<file path="src/rtl/pwm_rf_pkg.sv">
package pwm_rf_pkg;
  // Default field widths shared by the channel and its bench.
  parameter int DEF_DIVH_W = 4;
  parameter int DEF_DIVL_W = 8;
  parameter int DEF_CNT_W  = 8;

  // Mode bits of the control word, above the two divider fields.
  typedef struct packed {
    logic imm_upd;   // duty writes bypass the shadow copy
    logic clk_en;    // run dividers and counter
    logic inv;       // invert output polarity
    logic od_en;     // drive low only, release when high
    logic pin_en;    // connect the level to the pin
  } mode_t;

  localparam int MODE_W = $bits(mode_t);
endpackage

</file>
<file path="src/rtl/pwm_rf_regs.sv">
module pwm_rf_regs
  import pwm_rf_pkg::*;
#(
  parameter int DIVH_W = DEF_DIVH_W,
  parameter int DIVL_W = DEF_DIVL_W,
  parameter int CNT_W  = DEF_CNT_W
) (
  input  logic                        clk,
  input  logic                        rst,
  input  logic                        ctrl_we,
  input  logic [DIVL_W+DIVH_W+MODE_W-1:0] ctrl_wdata,
  input  logic                        duty_we,
  input  logic [3*CNT_W-1:0]          duty_wdata,
  input  logic                        wrap,
  output logic [DIVH_W-1:0]           div_h,
  output logic [DIVL_W-1:0]           div_l,
  output mode_t                       mode,
  output logic [3*CNT_W-1:0]          act_q,
  output logic [3*CNT_W-1:0]          act_d
);
  localparam int CTRL_W = DIVL_W + DIVH_W + MODE_W;
  localparam int DUTY_W = 3 * CNT_W;

  logic [CTRL_W-1:0] ctrl_q;
  logic [DUTY_W-1:0] shadow_q;

  assign div_l = ctrl_q[DIVL_W-1:0];
  assign div_h = ctrl_q[DIVL_W +: DIVH_W];
  assign mode  = mode_t'(ctrl_q[CTRL_W-1 -: MODE_W]);

  // Next value of the active duty word: immediate writes win, otherwise
  // the shadow copy is taken over at the end of a period.
  always_comb begin
    act_d = act_q;
    if (mode.imm_upd) begin
      if (duty_we) act_d = duty_wdata;
    end else if (wrap) begin
      act_d = shadow_q;
    end
  end

  always_ff @(posedge clk) begin
    if (rst) begin
      ctrl_q   <= '0;
      shadow_q <= '0;
      act_q    <= '0;
    end else begin
      if (ctrl_we) ctrl_q <= ctrl_wdata;
      if (duty_we) shadow_q <= duty_wdata;
      act_q <= act_d;
    end
  end
endmodule

</file>
<file path="src/rtl/pwm_rf_prescaler.sv">
module pwm_rf_prescaler
  import pwm_rf_pkg::*;
#(
  parameter int DIVH_W = DEF_DIVH_W,
  parameter int DIVL_W = DEF_DIVL_W
) (
  input  logic              clk,
  input  logic              rst,
  input  logic              en,
  input  logic [DIVH_W-1:0] div_h,
  input  logic [DIVL_W-1:0] div_l,
  output logic              tick
);
  // Largest exponent selects a divide by 2^(2^DIVH_W - 1).
  localparam int P1_W = (1 << DIVH_W) - 1;

  logic [P1_W-1:0]   p1_q;
  logic [P1_W-1:0]   mask;
  logic              t1;
  logic [DIVL_W-1:0] p2_q;
  logic              p2_end;

  // Low div_h bits of the free counter all set marks one stage-1 tick.
  assign mask   = ~({P1_W{1'b1}} << div_h);
  assign t1     = &(p1_q | ~mask);
  assign p2_end = (p2_q >= div_l);
  assign tick   = en & t1 & p2_end;

  always_ff @(posedge clk) begin
    if (rst) begin
      p1_q <= '0;
      p2_q <= '0;
    end else if (en) begin
      p1_q <= p1_q + 1'b1;
      if (t1) begin
        if (p2_end) p2_q <= '0;
        else        p2_q <= p2_q + 1'b1;
      end
    end
  end
endmodule

</file>
<file path="src/rtl/pwm_rf_counter.sv">
module pwm_rf_counter
  import pwm_rf_pkg::*;
#(
  parameter int CNT_W = DEF_CNT_W
) (
  input  logic             clk,
  input  logic             rst,
  input  logic             tick,
  input  logic [CNT_W-1:0] period,
  input  logic [CNT_W-1:0] rise_n,
  input  logic [CNT_W-1:0] fall_n,
  output logic [CNT_W-1:0] cnt_q,
  output logic             wrap,
  output logic             level_q
);
  logic [CNT_W-1:0] cnt_n;
  logic             lvl_n;

  // High from the rising point up to (not including) the falling point,
  // across the wrap when rise > fall; equal points mean always high.
  function automatic logic in_high(input logic [CNT_W-1:0] c,
                                   input logic [CNT_W-1:0] r,
                                   input logic [CNT_W-1:0] f);
    if (r == f)     return 1'b1;
    else if (r < f) return (c >= r) && (c < f);
    else            return (c >= r) || (c < f);
  endfunction

  // >= keeps the counter bounded if the period shrinks mid-count.
  assign wrap  = tick && (cnt_q >= period);
  assign cnt_n = (cnt_q >= period) ? '0 : cnt_q + 1'b1;
  assign lvl_n = in_high(cnt_n, rise_n, fall_n);

  always_ff @(posedge clk) begin
    if (rst) begin
      cnt_q   <= '0;
      level_q <= 1'b0;
    end else if (tick) begin
      cnt_q   <= cnt_n;
      level_q <= lvl_n;
    end
  end
endmodule

</file>
<file path="src/rtl/pwm_rf_outstage.sv">
module pwm_rf_outstage
  import pwm_rf_pkg::*;
(
  input  logic  clk,
  input  logic  rst,
  input  logic  level,
  input  mode_t mode,
  output logic  pwm_o,
  output logic  pwm_oe
);
  logic drv;

  assign drv = mode.pin_en & (level ^ mode.inv);

  always_ff @(posedge clk) begin
    if (rst) begin
      pwm_o  <= 1'b0;
      pwm_oe <= 1'b1;
    end else if (mode.od_en) begin
      pwm_o  <= 1'b0;
      pwm_oe <= ~drv;
    end else begin
      pwm_o  <= drv;
      pwm_oe <= 1'b1;
    end
  end
endmodule

</file>
<file path="src/rtl/pwm_rf_channel.sv">
module pwm_rf_channel
  import pwm_rf_pkg::*;
#(
  parameter int DIVH_W = DEF_DIVH_W,
  parameter int DIVL_W = DEF_DIVL_W,
  parameter int CNT_W  = DEF_CNT_W
) (
  input  logic                            clk,
  input  logic                            rst,
  input  logic                            ctrl_we,
  input  logic [DIVL_W+DIVH_W+MODE_W-1:0] ctrl_wdata,
  input  logic                            duty_we,
  input  logic [3*CNT_W-1:0]              duty_wdata,
  output logic                            pwm_o,
  output logic                            pwm_oe
);
  localparam int DUTY_W = 3 * CNT_W;

  logic [DIVH_W-1:0] div_h;
  logic [DIVL_W-1:0] div_l;
  mode_t             mode;
  logic [DUTY_W-1:0] act_q;
  logic [DUTY_W-1:0] act_d;
  logic              tick;
  logic              wrap;
  logic [CNT_W-1:0]  cnt_q;
  logic              level_q;

  pwm_rf_regs #(.DIVH_W(DIVH_W), .DIVL_W(DIVL_W), .CNT_W(CNT_W)) u_regs (
    .clk(clk), .rst(rst),
    .ctrl_we(ctrl_we), .ctrl_wdata(ctrl_wdata),
    .duty_we(duty_we), .duty_wdata(duty_wdata),
    .wrap(wrap),
    .div_h(div_h), .div_l(div_l), .mode(mode),
    .act_q(act_q), .act_d(act_d)
  );

  pwm_rf_prescaler #(.DIVH_W(DIVH_W), .DIVL_W(DIVL_W)) u_pre (
    .clk(clk), .rst(rst), .en(mode.clk_en),
    .div_h(div_h), .div_l(div_l), .tick(tick)
  );

  pwm_rf_counter #(.CNT_W(CNT_W)) u_cnt (
    .clk(clk), .rst(rst), .tick(tick),
    .period(act_q[2*CNT_W +: CNT_W]),
    .rise_n(act_d[CNT_W +: CNT_W]),
    .fall_n(act_d[0 +: CNT_W]),
    .cnt_q(cnt_q), .wrap(wrap), .level_q(level_q)
  );

  pwm_rf_outstage u_out (
    .clk(clk), .rst(rst), .level(level_q), .mode(mode),
    .pwm_o(pwm_o), .pwm_oe(pwm_oe)
  );
endmodule

</file>
<file path="config.mk">
export PLATFORM = sky130hd
export DESIGN_NAME = pwm_rf_channel
export DESIGN_NICKNAME = d
export VERILOG_FILES = /design/src/rtl/pwm_rf_pkg.sv /design/src/rtl/pwm_rf_regs.sv /design/src/rtl/pwm_rf_prescaler.sv /design/src/rtl/pwm_rf_counter.sv /design/src/rtl/pwm_rf_outstage.sv /design/src/rtl/pwm_rf_channel.sv
export SDC_FILE = /design/constraint.sdc
export NUM_CORES = 1
export LEC_CHECK = 0
export BUFFER_PORTS_ARGS = -buffer_cell sky130_fd_sc_hd__buf_2
export CAP_MARGIN = 15
export CORE_UTILIZATION = 53
export DETAILED_ROUTE_END_ITERATION = 12
export PLACE_DENSITY = 0.79
export SLEW_MARGIN = 20
export SYNTH_ARGS = -nofsm -noshare
export SYNTH_HDL_FRONTEND = slang
export SYNTH_SLANG_ARGS = --single-unit
</file>
<file path="constraint.sdc">
create_clock -name clk -period 3.6 [get_ports clk]
set_input_delay 0.36 -clock clk [delete_from_list [all_inputs] [get_ports clk]]
set_output_delay 0.36 -clock clk [all_outputs]
set_load 0.1 [all_outputs]
</file>
* Word-level counts from Yosys, hierarchy flattened
Cells that the tools add are included.
** Word-level totals
- Output and inout bits :: 2
- Flip-flop bits (word level) :: 99
** Operators by class
- Reduce and logical (&&, ||, !) cells :: 9
- Shifts and indexed selects :: 1
- Equality and inequality tests :: 2
- Bitwise gates (word level) :: 9
- Order comparisons :: 5
- Multiplexer cells :: 7
- $add $sub $neg :: 3
** Operator list (number)
- 2-to-1 mux 24 bit :: 3
- inverter 15 bit :: 2
- >= comparator 8 bit :: 3
- adder 8 x 1 -> 8 bit (second input constant) :: 2
- < comparator 8 bit :: 2
- 2-to-1 mux 8 bit :: 2
- AND reduction 16 bit :: 1
- adder 15 x 1 -> 15 bit (second input constant) :: 1
- OR 15 bit :: 1
- AND reduction 15 bit :: 1
- left shift 15 x 4 -> 15 bit (first input constant) :: 1
- == test 8 bit :: 1
- OR reduction 2 bit :: 2
- AND 1 bit :: 3
- logical AND 1 bit :: 2
- 2-to-1 mux 1 bit :: 2
- inequality test 2 bit (second input constant) :: 1
- inverter 1 bit :: 2
- AND reduction 2 bit :: 1
- nonzero test 2 bit :: 1
- logical OR 1 bit :: 1
- bitwise XOR 1 bit :: 1

* Longest topological paths before layout
- Depth after elaboration :: 14
- Gate-level depth with buffers :: 18

* Modules after synthesis
A second synthesis with hierarchy kept.
** Unflattened totals
- Cell total of the unflattened synthesis :: 611
- Area, all modules :: 5701.7 µm²
** Modules (own cells, without submodules)
- pwm_rf_regs :: instances 1, area an instance 2919.0 µm², cells an instance 270, sequential area each 1301.2 µm²
- pwm_rf_prescaler :: instances 1, area an instance 1491.4 µm², cells an instance 182, sequential area each 460.4 µm²
- pwm_rf_counter :: instances 1, area an instance 1221.2 µm², cells an instance 154, sequential area each 180.2 µm²
- pwm_rf_outstage :: instances 1, area an instance 70.1 µm², cells an instance 5, sequential area each 40.0 µm²

* Worst setup path after synthesis
No wires, ideal clock.
- Kind :: flip-flop to flip-flop
- Start :: reg u_regs.act_q[23]
- End :: reg u_cnt.level_q
- Period minus slack after synthesis :: 3.678 ns
- Setup slack :: -0.078 ns
- Data required time :: 3.470 ns
- Stages on the path, launching flop included :: 19
- Data arrival time :: 3.547 ns
- Path buffers :: 1
- Path through :: dfxtp_1 > inv_1 > ha_1 > and2_1 > o2111ai_1 > o21ai_1 > nand2_2 > nor2_8 > buf_12 > mux2i_1 > a21o_1 > ha_1 > a21o_1 > a2111oi_0 > o21ai_0 > o21ai_0 > a21oi_1 > o311ai_1 > o31ai_1
** On the way
- Word-level cells in the longest chain between the ends :: 8
** Ends and longest elaborated chain
- from (decl) :: RTL line pwm_rf_regs.sv:18 : output logic [3*CNT_W-1:0] act_q,
- from (signal assigned) :: RTL line pwm_rf_regs.sv:50 : act_q <= act_d;
- >= comparator 8 bit * :: RTL line pwm_rf_counter.sv:30, pwm_rf_counter.sv:31
- logical AND 1 bit :: RTL line pwm_rf_counter.sv:30 : assign wrap = tick && (cnt_q >= period);
- 2-to-1 mux 24 bit :: RTL line pwm_rf_regs.sv:37 : end else if (wrap) begin
- 2-to-1 mux 24 bit :: RTL line pwm_rf_regs.sv:35 : if (mode.imm_upd) begin
- >= comparator 8 bit or < comparator 8 bit (tied branches) :: RTL line pwm_rf_counter.sv:25, pwm_rf_counter.sv:26
- logical OR 1 bit or logical AND 1 bit (tied branches) :: RTL line pwm_rf_counter.sv:26, pwm_rf_counter.sv:25
- 2-to-1 mux 1 bit :: RTL line pwm_rf_counter.sv:25 : else if (r < f) return (c >= r) && (c < f);
- 2-to-1 mux 1 bit * :: RTL line pwm_rf_counter.sv:24 : if (r == f) return 1'b1;
- to (signal assigned) :: RTL line pwm_rf_counter.sv:40 : level_q <= lvl_n;
- to (decl) :: RTL line pwm_rf_counter.sv:14 : output logic level_q
Every way passes the cells marked *; elsewhere a longest branch is shown, timed or not. The select of a mux whose other input is x is not followed.
A chain may end at the register's enable or synchronous reset.

* Worst setup path in the final report
- Start :: reg u_pre.p2_q[5]
- End :: reg u_cnt.level_q
** On the way
- Word-level cells in the longest chain between the ends :: 9
** Ends and longest elaborated chain
- from (decl) :: RTL line pwm_rf_prescaler.sv:20 : logic [DIVL_W-1:0] p2_q;
- from (signal assigned) :: RTL line pwm_rf_prescaler.sv:37 : else p2_q <= p2_q + 1'b1;
- >= comparator 8 bit * :: RTL line pwm_rf_prescaler.sv:26 : assign p2_end = (p2_q >= div_l);
- AND 1 bit * :: RTL line pwm_rf_prescaler.sv:27 : assign tick = en & t1 & p2_end;
- logical AND 1 bit :: RTL line pwm_rf_counter.sv:30
- 2-to-1 mux 24 bit :: RTL line pwm_rf_regs.sv:37
- 2-to-1 mux 24 bit :: RTL line pwm_rf_regs.sv:35
- >= comparator 8 bit or < comparator 8 bit (tied branches) :: RTL line pwm_rf_counter.sv:25, pwm_rf_counter.sv:26
- logical OR 1 bit or logical AND 1 bit (tied branches) :: RTL line pwm_rf_counter.sv:26, pwm_rf_counter.sv:25
- 2-to-1 mux 1 bit :: RTL line pwm_rf_counter.sv:25
- 2-to-1 mux 1 bit :: RTL line pwm_rf_counter.sv:24
Marked as above.

==> flow_summary.json <==
{
  "status": "finished clean",
  "via_per_inst": 5.576,
  "final_common_cell": "nor2_1",
  "yosysTopAreaCellShare": 0.3617,
  "end_kind": "flip-flop",
  "root_buffer": "clkbuf_8",
  "start_util": 0.5529,
  "worstReg2RegStart": "u_pre.p2_q[5]",
  "fin_util": 0.6667,
  "rows": 36,
  "worst-setup-path-type": "reg2reg",
  "synthTopCellsByArea": "dfxtp_1 (36%), mux2i_1 (11%), ha_1 (9.6%)",
  "ant_nets": 0,
  "setup_tns_ps": 0,
  "slew_headroom": 0.5527,
  "grt_pass1_vias": 4373,
  "overflow": 0,
  "portBuffers": 46,
  "setup_viol": 0,
  "period_share": 0.9880,
  "core_um2": 9910,
  "hp-start": "ctrl_wdata[12]",
  "clock_latency_ps": 400,
  "area_growth_pct": 20.58,
  "clock.fmax_mhz": 281.2,
  "die_height_um": 103.7,
  "synth-main-ff-cell": "dfxtp_1",
  "vias": 4550,
  "worst_pin_slew_ps": 670.9,
  "cts.sinks": 99,
  "crit_fanout": 4,
  "wl_per_cell_um": 15.16,
  "hp-class": "in2reg",
  "clk_pin_slew_worst_paths_ps": 110,
  "yosysSeqAreaShare": 0.3617,
  "power_density_nw_per_um2": 350.3,
  "synth_nets": 707,
  "grt_max_degree": 53,
  "layout_common_cells": "nor2_1 (82), dfxtp_1 (81), mux2i_1 (48), buf_2 (46)",
  "antenna_cells": 0,
  "htreeDepth": 3,
  "cts_tree": "yes",
  "cts_made_buffers": 9,
  "critical_path.startpoint": "u_pre.p2_q[5]",
  "place_congestion": 0.8691,
  "avgSynthCellArea_um2": 8.837,
  "drtIter0Drc": 160,
  "crit_path_start_kind": "flip-flop",
  "synth_largest_area_cell": "dfxtp_1",
  "pin_count": 47,
  "netlist_instances": 620,
  "final_nets": 765,
  "ys.warnings.count": 0,
  "hold_viol": 0,
  "syn_area_um2": 5479,
  "synth_cell_types": 53,
  "p_leak_nw": 2.649,
  "ys_ff_latch": 99,
  "timing.final.ws_setup_ps": 43.34,
  "rsz0062_at_grt": "true",
  "totalWireLength_um": 12370,
  "die_w_um": 103.7,
  "cap_violations": 0,
  "drive_gt1_frac": 0.2504,
  "pre_cts_ws_ps": -67.77,
  "slew_violations": 0,
  "grt_pass1_wl_um": 19260,
  "cp_data_required_time_ps": 3880,
  "gr-usage-all-layers": 0.2214,
  "finalClockSkew_ps": 14.03,
  "period_minus_slack_ps": 3557,
  "cts.path.max_buffers": 2,
  "drc": 0,
  "crit_arrival_ps": 3840,
  "postSynth.asyncResetShare": 0,
  "antenna_found_initial": 0,
  "first_pass_iters": 4,
  "dieArea_um2": 10750,
  "ir_drop_uv": 251.9,
  "synth_edf_count": 0,
  "dp_hpwl_um": 8466
}
-- layer usage --
layer / vias up / global-route usage / share of wire
li1: 2283 / - / -
met1: 2140 / 0.2666 / 0.44
met2: 100 / 0.3730 / 0.49
met3: 27 / 0.05853 / 0.044
met4: 0 / 0.09286 / 0.026
met5: - / 0 / 0
-- worst max-delay path: stages (launching register included) --
cell and delay, ps:
dfxtp_1 380, ha_4 280, nand4_1 140, o311ai_4 380, nand2_4 140, buf_12 150, nor2_4 160, mux2i_1 240
a21o_1 190, ha_1 260, nor2b_1 150, o21a_1 170, o21a_1 210, o21bai_4 170, a21oi_2 80, o311ai_2 250
o31ai_1 100
-- layout make-up --
| type | instances | area [um2] |
|---|---|---|
| Multi-Input combinational cell | 454 | 3591 |
| Timing Repair Buffer | 75 | 504.2 |
| Fill cell | 769 | 3303 |
| Inverter | 39 | 146.4 |
| Tap cell | 133 | 166.4 |
| Clock inverter | 7 | 70.07 |
| Clock buffer | 9 | 123.9 |
| Sequential cell | 99 | 2004 |
-- report_power, final --
part	leakage (nW)	internal, mW	switching [mW]
clock network	0.101	0.272	0.438
registers	0.816	1.14	0.0367
logic	1.73	0.207	0.220
-- cells by family after synthesis --
kind of cell               Yosys count  synth area share
AOI/OAI and AO/OA                  132            0.1596
xor gates and xnor gates            25           0.03996
and+or+nand+nor                    188            0.1688
buffers and inverters               68           0.05161
DFF                                 99            0.3617
adders and majority gates           42           0.09591
muxes                               66            0.1224
-- cell usage after synthesis (all sizes together) (3+ instances only) --
master and count:
inv 38, nand4 11, dfxtp 99, nand3 10, a211oi 26, o21bai 4
nor2 84, o21a 5, a21oi 37, mux2 8, or3 4, ha 42
buf 8, nor4 3, xor2 12, xnor2 13, nor3 4, and3 3
nand2b 16, nand2 36, clkbuf 21, o21ai 24, mux2i 58, nor2b 11
a21o 20
-- state kept, by name, summed over array words and instances (netlist names) --
name and count:
u_cnt.cnt_q 8, u_cnt.level_q 1, u_out.pwm_o 1, u_out.pwm_oe 1, u_pre.p1_q 15, u_pre.p2_q 8
u_regs.act_q 24, u_regs.ctrl_q 17, u_regs.shadow_q 24
-- through the flow --
stage / area, um2 / instances / total power [mW] / hold slack (ps)
after detailed placement: 5883 / 787 / 1.540 / 396.7
after floorplan: 5495 / 620 / 1.441 / 378.6
after CTS: 6157 / 808 / 2.269 / 175.5
after global placement: 5883 / 787 / 1.522 / 390.9
after global routing: 6606 / 816 / 2.428 / 193.0
final: 6606 / 816 / 2.314 / 197.4
-- path summary, 6_finish.rpt --
check / endpoint / slack [ps] / cells after the start
max: u_cnt.level_q / 40 / 16
min: u_regs.ctrl_q[12] / 200 / 3
min reg2reg: u_out.pwm_oe / 430 / 1
max reg2reg: u_cnt.level_q / 40 / 16
-- timing repair --
action                     4_1_cts  5_1_grt
setup endpoints to repair        1        1
hold buffers                     0        0
pin swaps                        5       26
gates cloned                     1        0
resized for setup                7       75
buffers inserted                 4        8
No activity file was read; power rests on OpenSTA's default activity.
